===== src/rtl/lin_guard_pkg.sv =====
package lin_guard_pkg;

  typedef struct packed {
    logic therm;
    logic shrt;
    logic bdom;
    logic txto;
  } cause_t;

  localparam int NCAUSE = 4;

  function automatic int cnt_w(input int n);
    int w;
    w = $clog2(n + 1);
    return (w < 1) ? 1 : w;
  endfunction

  function automatic int us_to_cyc(input int khz, input int us);
    int c;
    c = (khz * us) / 1000;
    return (c < 1) ? 1 : c;
  endfunction

endpackage


===== src/rtl/lin_dom_timer.sv =====
module lin_dom_timer #(
  parameter int LIMIT = 40
) (
  input  logic clk,
  input  logic rst_n,
  input  logic lvl_low,
  input  logic clr_ok,
  output logic expired
);
  localparam int CW = lin_guard_pkg::cnt_w(LIMIT);
  localparam logic [CW-1:0] LAST = CW'(LIMIT - 1);

  logic [CW-1:0] cnt_q, cnt_d;
  logic          cnt_en;
  logic          flg_q, flg_d;

  always_comb begin
    cnt_en = lvl_low ? (cnt_q != LAST) : (cnt_q != '0);
    cnt_d  = lvl_low ? cnt_q + 1'b1 : '0;
    flg_d  = flg_q;
    if (lvl_low && (cnt_q == LAST)) flg_d = 1'b1;
    else if (!lvl_low && clr_ok)    flg_d = 1'b0;
  end

  always_ff @(posedge clk or negedge rst_n) begin
    if (!rst_n) begin
      cnt_q <= '0;
      flg_q <= 1'b0;
    end else begin
      if (cnt_en) cnt_q <= cnt_d;
      flg_q <= flg_d;
    end
  end

  assign expired = flg_q;

  // the flag only rises after a low sample
  a_r3_rise_needs_low: assert property (@(posedge clk) disable iff (!rst_n)
    $rose(flg_q) |-> $past(lvl_low));
  // the flag only falls after a high sample with recovery allowed
  a_r4_fall_needs_clear: assert property (@(posedge clk) disable iff (!rst_n)
    $fell(flg_q) |-> $past(!lvl_low && clr_ok));
endmodule


===== src/rtl/lin_loop_check.sv =====
module lin_loop_check #(
  parameter int DELAY = 25
) (
  input  logic clk,
  input  logic rst_n,
  input  logic tx_req,
  input  logic bus_rx,
  input  logic tx_en,
  output logic short_flt
);
  localparam int CW = lin_guard_pkg::cnt_w(DELAY);
  localparam logic [CW-1:0] LAST = CW'(DELAY - 1);

  logic          txp_q;
  logic          pend_q, pend_d;
  logic [CW-1:0] cnt_q, cnt_d;
  logic          cnt_en;
  logic          shrt_q, shrt_d;
  logic          fall, smp;

  always_comb begin
    fall   = tx_en && !tx_req && txp_q;
    smp    = pend_q && (cnt_q == LAST) && tx_en && !tx_req;
    pend_d = pend_q;
    cnt_d  = cnt_q;
    cnt_en = 1'b0;
    shrt_d = shrt_q;
    if (fall) begin
      pend_d = 1'b1;
      cnt_d  = '0;
      cnt_en = 1'b1;
    end else if (pend_q) begin
      if (tx_req || !tx_en) begin
        pend_d = 1'b0;
      end else if (smp) begin
        pend_d = 1'b0;
        shrt_d = bus_rx;
      end else begin
        cnt_d  = cnt_q + 1'b1;
        cnt_en = 1'b1;
      end
    end
  end

  always_ff @(posedge clk or negedge rst_n) begin
    if (!rst_n) begin
      txp_q  <= 1'b1;
      pend_q <= 1'b0;
      cnt_q  <= '0;
      shrt_q <= 1'b0;
    end else begin
      txp_q  <= tx_req;
      pend_q <= pend_d;
      if (cnt_en) cnt_q <= cnt_d;
      shrt_q <= shrt_d;
    end
  end

  assign short_flt = shrt_q;

  // a short is only reported after a recessive sample while transmitting low
  a_r5_short_from_high: assert property (@(posedge clk) disable iff (!rst_n)
    $rose(shrt_q) |-> $past(bus_rx && !tx_req));
  // without a pending sample the result holds
  a_r6_hold_between: assert property (@(posedge clk) disable iff (!rst_n)
    !pend_q |=> $stable(shrt_q));
endmodule


===== src/rtl/lin_fault_stat.sv =====
module lin_fault_stat (
  input  logic                 clk,
  input  logic                 rst_n,
  input  lin_guard_pkg::cause_t cause,
  input  logic                 reen,
  output logic [lin_guard_pkg::NCAUSE-1:0] stat
);
  localparam int N = lin_guard_pkg::NCAUSE;

  logic [N-1:0] cv;
  assign cv = cause;

  genvar gi;
  generate
    for (gi = 0; gi < N; gi++) begin : g_bit
      logic st_q, st_d, st_en;
      always_comb begin
        st_en = reen || cv[gi];
        st_d  = cv[gi];
      end
      always_ff @(posedge clk or negedge rst_n) begin
        if (!rst_n)     st_q <= 1'b0;
        else if (st_en) st_q <= st_d;
      end
      assign stat[gi] = st_q;
    end
  endgenerate
endmodule


===== src/rtl/lin_txguard.sv =====
module lin_txguard #(
  parameter int CLK_KHZ  = 1000,
  parameter int TXTO_US  = 10000,
  parameter int BDOM_US  = 25000,
  parameter int CMP_US   = 25
) (
  input  logic       clk,
  input  logic       rst_n,
  input  logic       tx_req,
  input  logic       bus_rx,
  input  logic       chip_sel,
  input  logic       therm_ovl,
  input  logic       txe_ext_n,
  output logic       drv_tx,
  output logic       drv_en,
  output logic       fault_lvl,
  output logic       fen_pull,
  output logic [3:0] flt_stat
);
  import lin_guard_pkg::*;

  localparam int TXTO_CYC = us_to_cyc(CLK_KHZ, TXTO_US);
  localparam int BDOM_CYC = us_to_cyc(CLK_KHZ, BDOM_US);
  localparam int CMP_CYC  = us_to_cyc(CLK_KHZ, CMP_US);

  logic   to_flt, bd_flt, sh_flt;
  logic   blk, en_q, reen;
  cause_t cause;

  lin_dom_timer #(.LIMIT(TXTO_CYC)) u_txto (
    .clk(clk), .rst_n(rst_n), .lvl_low(!tx_req), .clr_ok(1'b1),
    .expired(to_flt));

  lin_dom_timer #(.LIMIT(BDOM_CYC)) u_bdom (
    .clk(clk), .rst_n(rst_n), .lvl_low(!bus_rx), .clr_ok(chip_sel),
    .expired(bd_flt));

  lin_loop_check #(.DELAY(CMP_CYC)) u_loop (
    .clk(clk), .rst_n(rst_n), .tx_req(tx_req), .bus_rx(bus_rx),
    .tx_en(drv_en), .short_flt(sh_flt));

  always_comb begin
    blk         = to_flt || bd_flt || therm_ovl || !txe_ext_n;
    cause.txto  = to_flt;
    cause.bdom  = bd_flt;
    cause.shrt  = sh_flt;
    cause.therm = therm_ovl;
    reen        = !blk && !en_q;
  end

  always_ff @(posedge clk or negedge rst_n) begin
    if (!rst_n) en_q <= 1'b1;
    else        en_q <= !blk;
  end

  lin_fault_stat u_stat (
    .clk(clk), .rst_n(rst_n), .cause(cause), .reen(reen), .stat(flt_stat));

  assign drv_en    = !blk;
  assign drv_tx    = tx_req || blk;
  assign fault_lvl = |cause;
  assign fen_pull  = fault_lvl;

  // overload always silences the driver and flags the line
  a_r7_therm_off: assert property (@(posedge clk) disable iff (!rst_n)
    therm_ovl |-> (!drv_en && fen_pull));
  // with chip select low the bus-dominant disable persists
  a_r4_hold_no_cs: assert property (@(posedge clk) disable iff (!rst_n)
    (bd_flt && !chip_sel) |=> bd_flt);
  // status is empty one edge after the driver comes back
  a_r10_clear_on_reen: assert property (@(posedge clk) disable iff (!rst_n)
    $rose(drv_en) |=> (flt_stat[1:0] == 2'b00));
endmodule


===== config.mk =====
export PLATFORM = sky130hd
export DESIGN_NAME = lin_txguard
export DESIGN_NICKNAME = d
export VERILOG_FILES = /design/src/rtl/lin_guard_pkg.sv /design/src/rtl/lin_dom_timer.sv /design/src/rtl/lin_loop_check.sv /design/src/rtl/lin_fault_stat.sv /design/src/rtl/lin_txguard.sv
export SDC_FILE = /design/constraint.sdc
export NUM_CORES = 1
export LEC_CHECK = 0
export ABC_AREA = 1
export ABC_CLOCK_PERIOD_IN_PS = 1490
export BUFFER_PORTS_ARGS = -buffer_cell sky130_fd_sc_hd__buf_2
export CAP_MARGIN = 15
export CORE_ASPECT_RATIO = 0.5
export CORE_UTILIZATION = 45
export CTS_CLUSTER_SIZE = 25
export DETAILED_ROUTE_END_ITERATION = 7
export PLACE_DENSITY = 0.7
export REMOVE_ABC_BUFFERS = 1
export SYNTH_ARGS = -nofsm -noshare
export SYNTH_HDL_FRONTEND = slang
export SYNTH_SLANG_ARGS = --single-unit

===== constraint.sdc =====
create_clock -name clk -period 1.49 [get_ports clk]
set_clock_uncertainty 0.05 [all_clocks]
set_input_delay 0 -clock clk [delete_from_list [all_inputs] [get_ports clk]]
set_output_delay 0 -clock clk [all_outputs]
set_load 0.1 [all_outputs]

==> run summary <==
number of I/O pins: 15
number of storage elements in the synthesis netlist: 44
total number of vias: 2281
arrival time at the worst endpoint: 1.61 ns
sinks on the clock net: 44
FF/Latch Area: 1100 um^2
die width: 109 um
Synth Cell Area: 2570 um^2
CP required: 1.62 ns
Fin. Hold Viols: 0
fin nets: 397
combined area of the multi-input logic cells: 1320 um^2
Routed Antenna Nets: 0
final non-filler cell area: 3070 um^2
highest clock rate: 676 MHz
Setup WS pre-CTS: -0.00630 ns
per-instance average area after synthesis: 7.32 um^2
maximum VDD drop: 0.581 mV
cell leakage power: 1.51 nW
worst min path class: in -> reg
number of global-route vias before repair: 2188
number of enable-type register cells in the synthesized netlist: 0
Worst-Skew Late Latency: 0.29 ns
root buffer selected by CTS: clkbuf_16
cts bufs inserted: 5
final worst slack: 0.0117 ns
initial drt markers: 99
proportion of register bits with asynchronous set or reset after synthesis: 1.00
share of layout cells above drive strength 1: 0.187
aggregate routed wire length: 5.42 mm
number of detailed-routing iterations run before antenna repair: 4
slew at the pin with the worst max-slew slack: 0.552 ns
placed cell areas: 2750 um^2
area inside the core boundary: 5490 um^2
count of standard-cell rows: 19
Bufs on Longest Clock Path: 2
primary flip-flop cell chosen by synthesis mapping: dfrtp_1
most repeated cell in the gate-level netlist after synthesis: nand2_1
DRC violations left: 0
Total Routing Usage GR: 0.200
sequential share of the synthesized area: 0.429
CP Capture Type: register
count of input and output buffers: 14
grt total ovfl: 0
fill cell instance count of the final layout: 490
Crit Path Max Fanout: 6
largest net degree at the start of global routing: 45
total setup violations reported at the end of the flow: 0
number of distinct library cell variants in the gate-level netlist after synthesis: 28
synthesis-to-layout area growth: 19.5%
P per Cell Area: 1010 nW/um^2
Routed WL per cell: 11.8 um
ranking of synthesized cells by instance count: nand2_1, nor2_1, dfrtp_1, inv_1, nand3_1
CTS tree: yes
deepest level of the CTS H-tree: 2
setup repair after global routing missed its margin: true
Die Outline Area: 6040 um^2
number of slew-limit violations in the final report: 0
accumulated negative setup slack: 0 ns
final clock period utilization by the worst path: 0.992
last weighted congestion value of the routability-driven placer: 0.925
post-synthesis cell count: 351
drt via density: 4.98
Yosys top cell by area: dfrtp_1
starting utilization of the core area: 0.468
clock-pin slew reported for the worst setup and hold paths after clock tree synthesis: 0.06 ns
path type of the worst setup path: reg -> reg
synth warn: 0
result of the run: completed
number of inserted diodes: 0
Detail Placement HPWL: 3.90 mm
number of antenna violations at the first check in global routing: 0
time the worst path needs with I/O delays and setup: 1.48 ns
top area cells in the synthesized netlist: dfrtp_1, nand2_1, nor2_1, nand3_1, inv_1
Maximum Capacitance Violations: 0
crit path launch type: register
wire length of the first global-routing pass: 9.43 mm
Rel. slew slack: 0.632
Vert. Die Dim: 55.4 um
share of Yosys cell area claimed by the top area cell type: 0.409
## through the flow
| step | instances | hold WS, ns | util | total power [mW] |
|---|---|---|---|---|
| 3_5_place_dp | 437 | 0.0702 | 0.500 | 1.91 |
| 5_1_grt | 458 | 0.0667 | 0.559 | 3.29 |
| 4_1_cts | 451 | 0.0980 | 0.540 | 3.05 |
| 6_report | 458 | 0.0420 | 0.559 | 3.10 |
| 2_1_floorplan | 344 | -0.346 | - | 1.72 |
| 3_3_place_gp | 437 | 0.0596 | 0.500 | 1.89 |
## power breakdown
group          switching (mW)  internal [mW]
registers              0.0872           1.27
logic                   0.380          0.268
clock network           0.430          0.668
## worst max-delay path, stage by stage (launching register included)
cell and delay (ns):
dfrtp_1 0.40, ha_2 0.22, nand2_2 0.06, inv_2 0.07, nand2_2 0.07, nor2_2 0.13
nand2_2 0.10, nand2_4 0.12, nand2_1 0.05, nand2_1 0.06, nand2_1 0.04
## final timing paths
path / start / cells after the start / end / slack [ns]
worst max-delay path: u_txto.cnt_q[0]$_DFFE_PN0P_ / 10 / u_txto.cnt_q[3]$_DFFE_PN0P_ / 0.01
worst max register to register: u_txto.cnt_q[0]$_DFFE_PN0P_ / 10 / u_txto.cnt_q[3]$_DFFE_PN0P_ / 0.01
worst min-delay path: txe_ext_n / 4 / u_stat.g_bit[3].st_q$_DFFE_PN0P_ / 0.04
worst min register to register: u_bdom.expired$_DFFE_PN0P_ / 2 / u_bdom.expired$_DFFE_PN0P_ / 0.44
max in group asynchronous: rst_n / 3 / en_q$_DFF_PN1_ / 0.74
min in group asynchronous: rst_n / 3 / u_txto.cnt_q[6]$_DFFE_PN0P_ / 0.27
## per-layer routing
layer	share of wire	GRT usage	vias up
met4	0.011	0.0714	0
li1	-	-	1165
met5	0	0	-
met3	0.032	0.0437	7
met2	0.50	0.341	40
met1	0.45	0.249	1069
## cells by family (layout without fill, tap and decap cells)
group | Yosys count | in the layout | synth area share
DFF | 44 | 44 | 0.429
AOI/OAI and AO/OA | 14 | 14 | 0.0273
xor gates and xnor gates | 10 | 10 | 0.0341
adders and majority gates | 6 | 6 | 0.0292
and+or+nand+nor | 226 | 226 | 0.398
buffers and inverters | 51 | 85 | 0.0818
## cells in the final DEF, fill, tap and decap left out, types with 3 or more instances in the layout
cell type and n:
nor3_1 10, inv_1 40, buf_2 13, dlygate4sd3_1 5, inv_2 4, o21ai_0 7
nand2_2 8, nand4_1 7, xnor2_1 3, dfrtp_1 42, buf_4 12, clkbuf_16 5
nand2_1 85, ha_1 3, nand3_1 35, ha_2 3, nor2_4 7, nor2_1 60
a21oi_1 5, nor2_2 4, xor2_1 7
## state kept, by name (all words and copies together) (netlist names)
register and cells:
u_loop.pend_q 1, u_txto.expired 1, u_txto.cnt_q 14, u_stat.g_bit.st_q 4
u_loop.cnt_q 5, u_bdom.expired 1, u_loop.short_flt 1, u_loop.txp_q 1
en_q 1, u_bdom.cnt_q 15
## area by class of cell
class | instances | share of cell area
clock buffers | 8 | 0.0477
inverters | 44 | 0.0538
multi-input cells | 256 | 0.429
flip-flops and latches | 44 | 0.359
well taps | 73 | 0.0297
repair buffers | 33 | 0.0807
## repair_timing
item,in CTS,in global routing
buffers inserted,1,7
endpoints found under the hold margin,51,0
resized for setup,3,18
setup endpoints to repair,5,21
hold buffers,5,0
pin swaps,1,9
(Power assumes the default switching activity.)
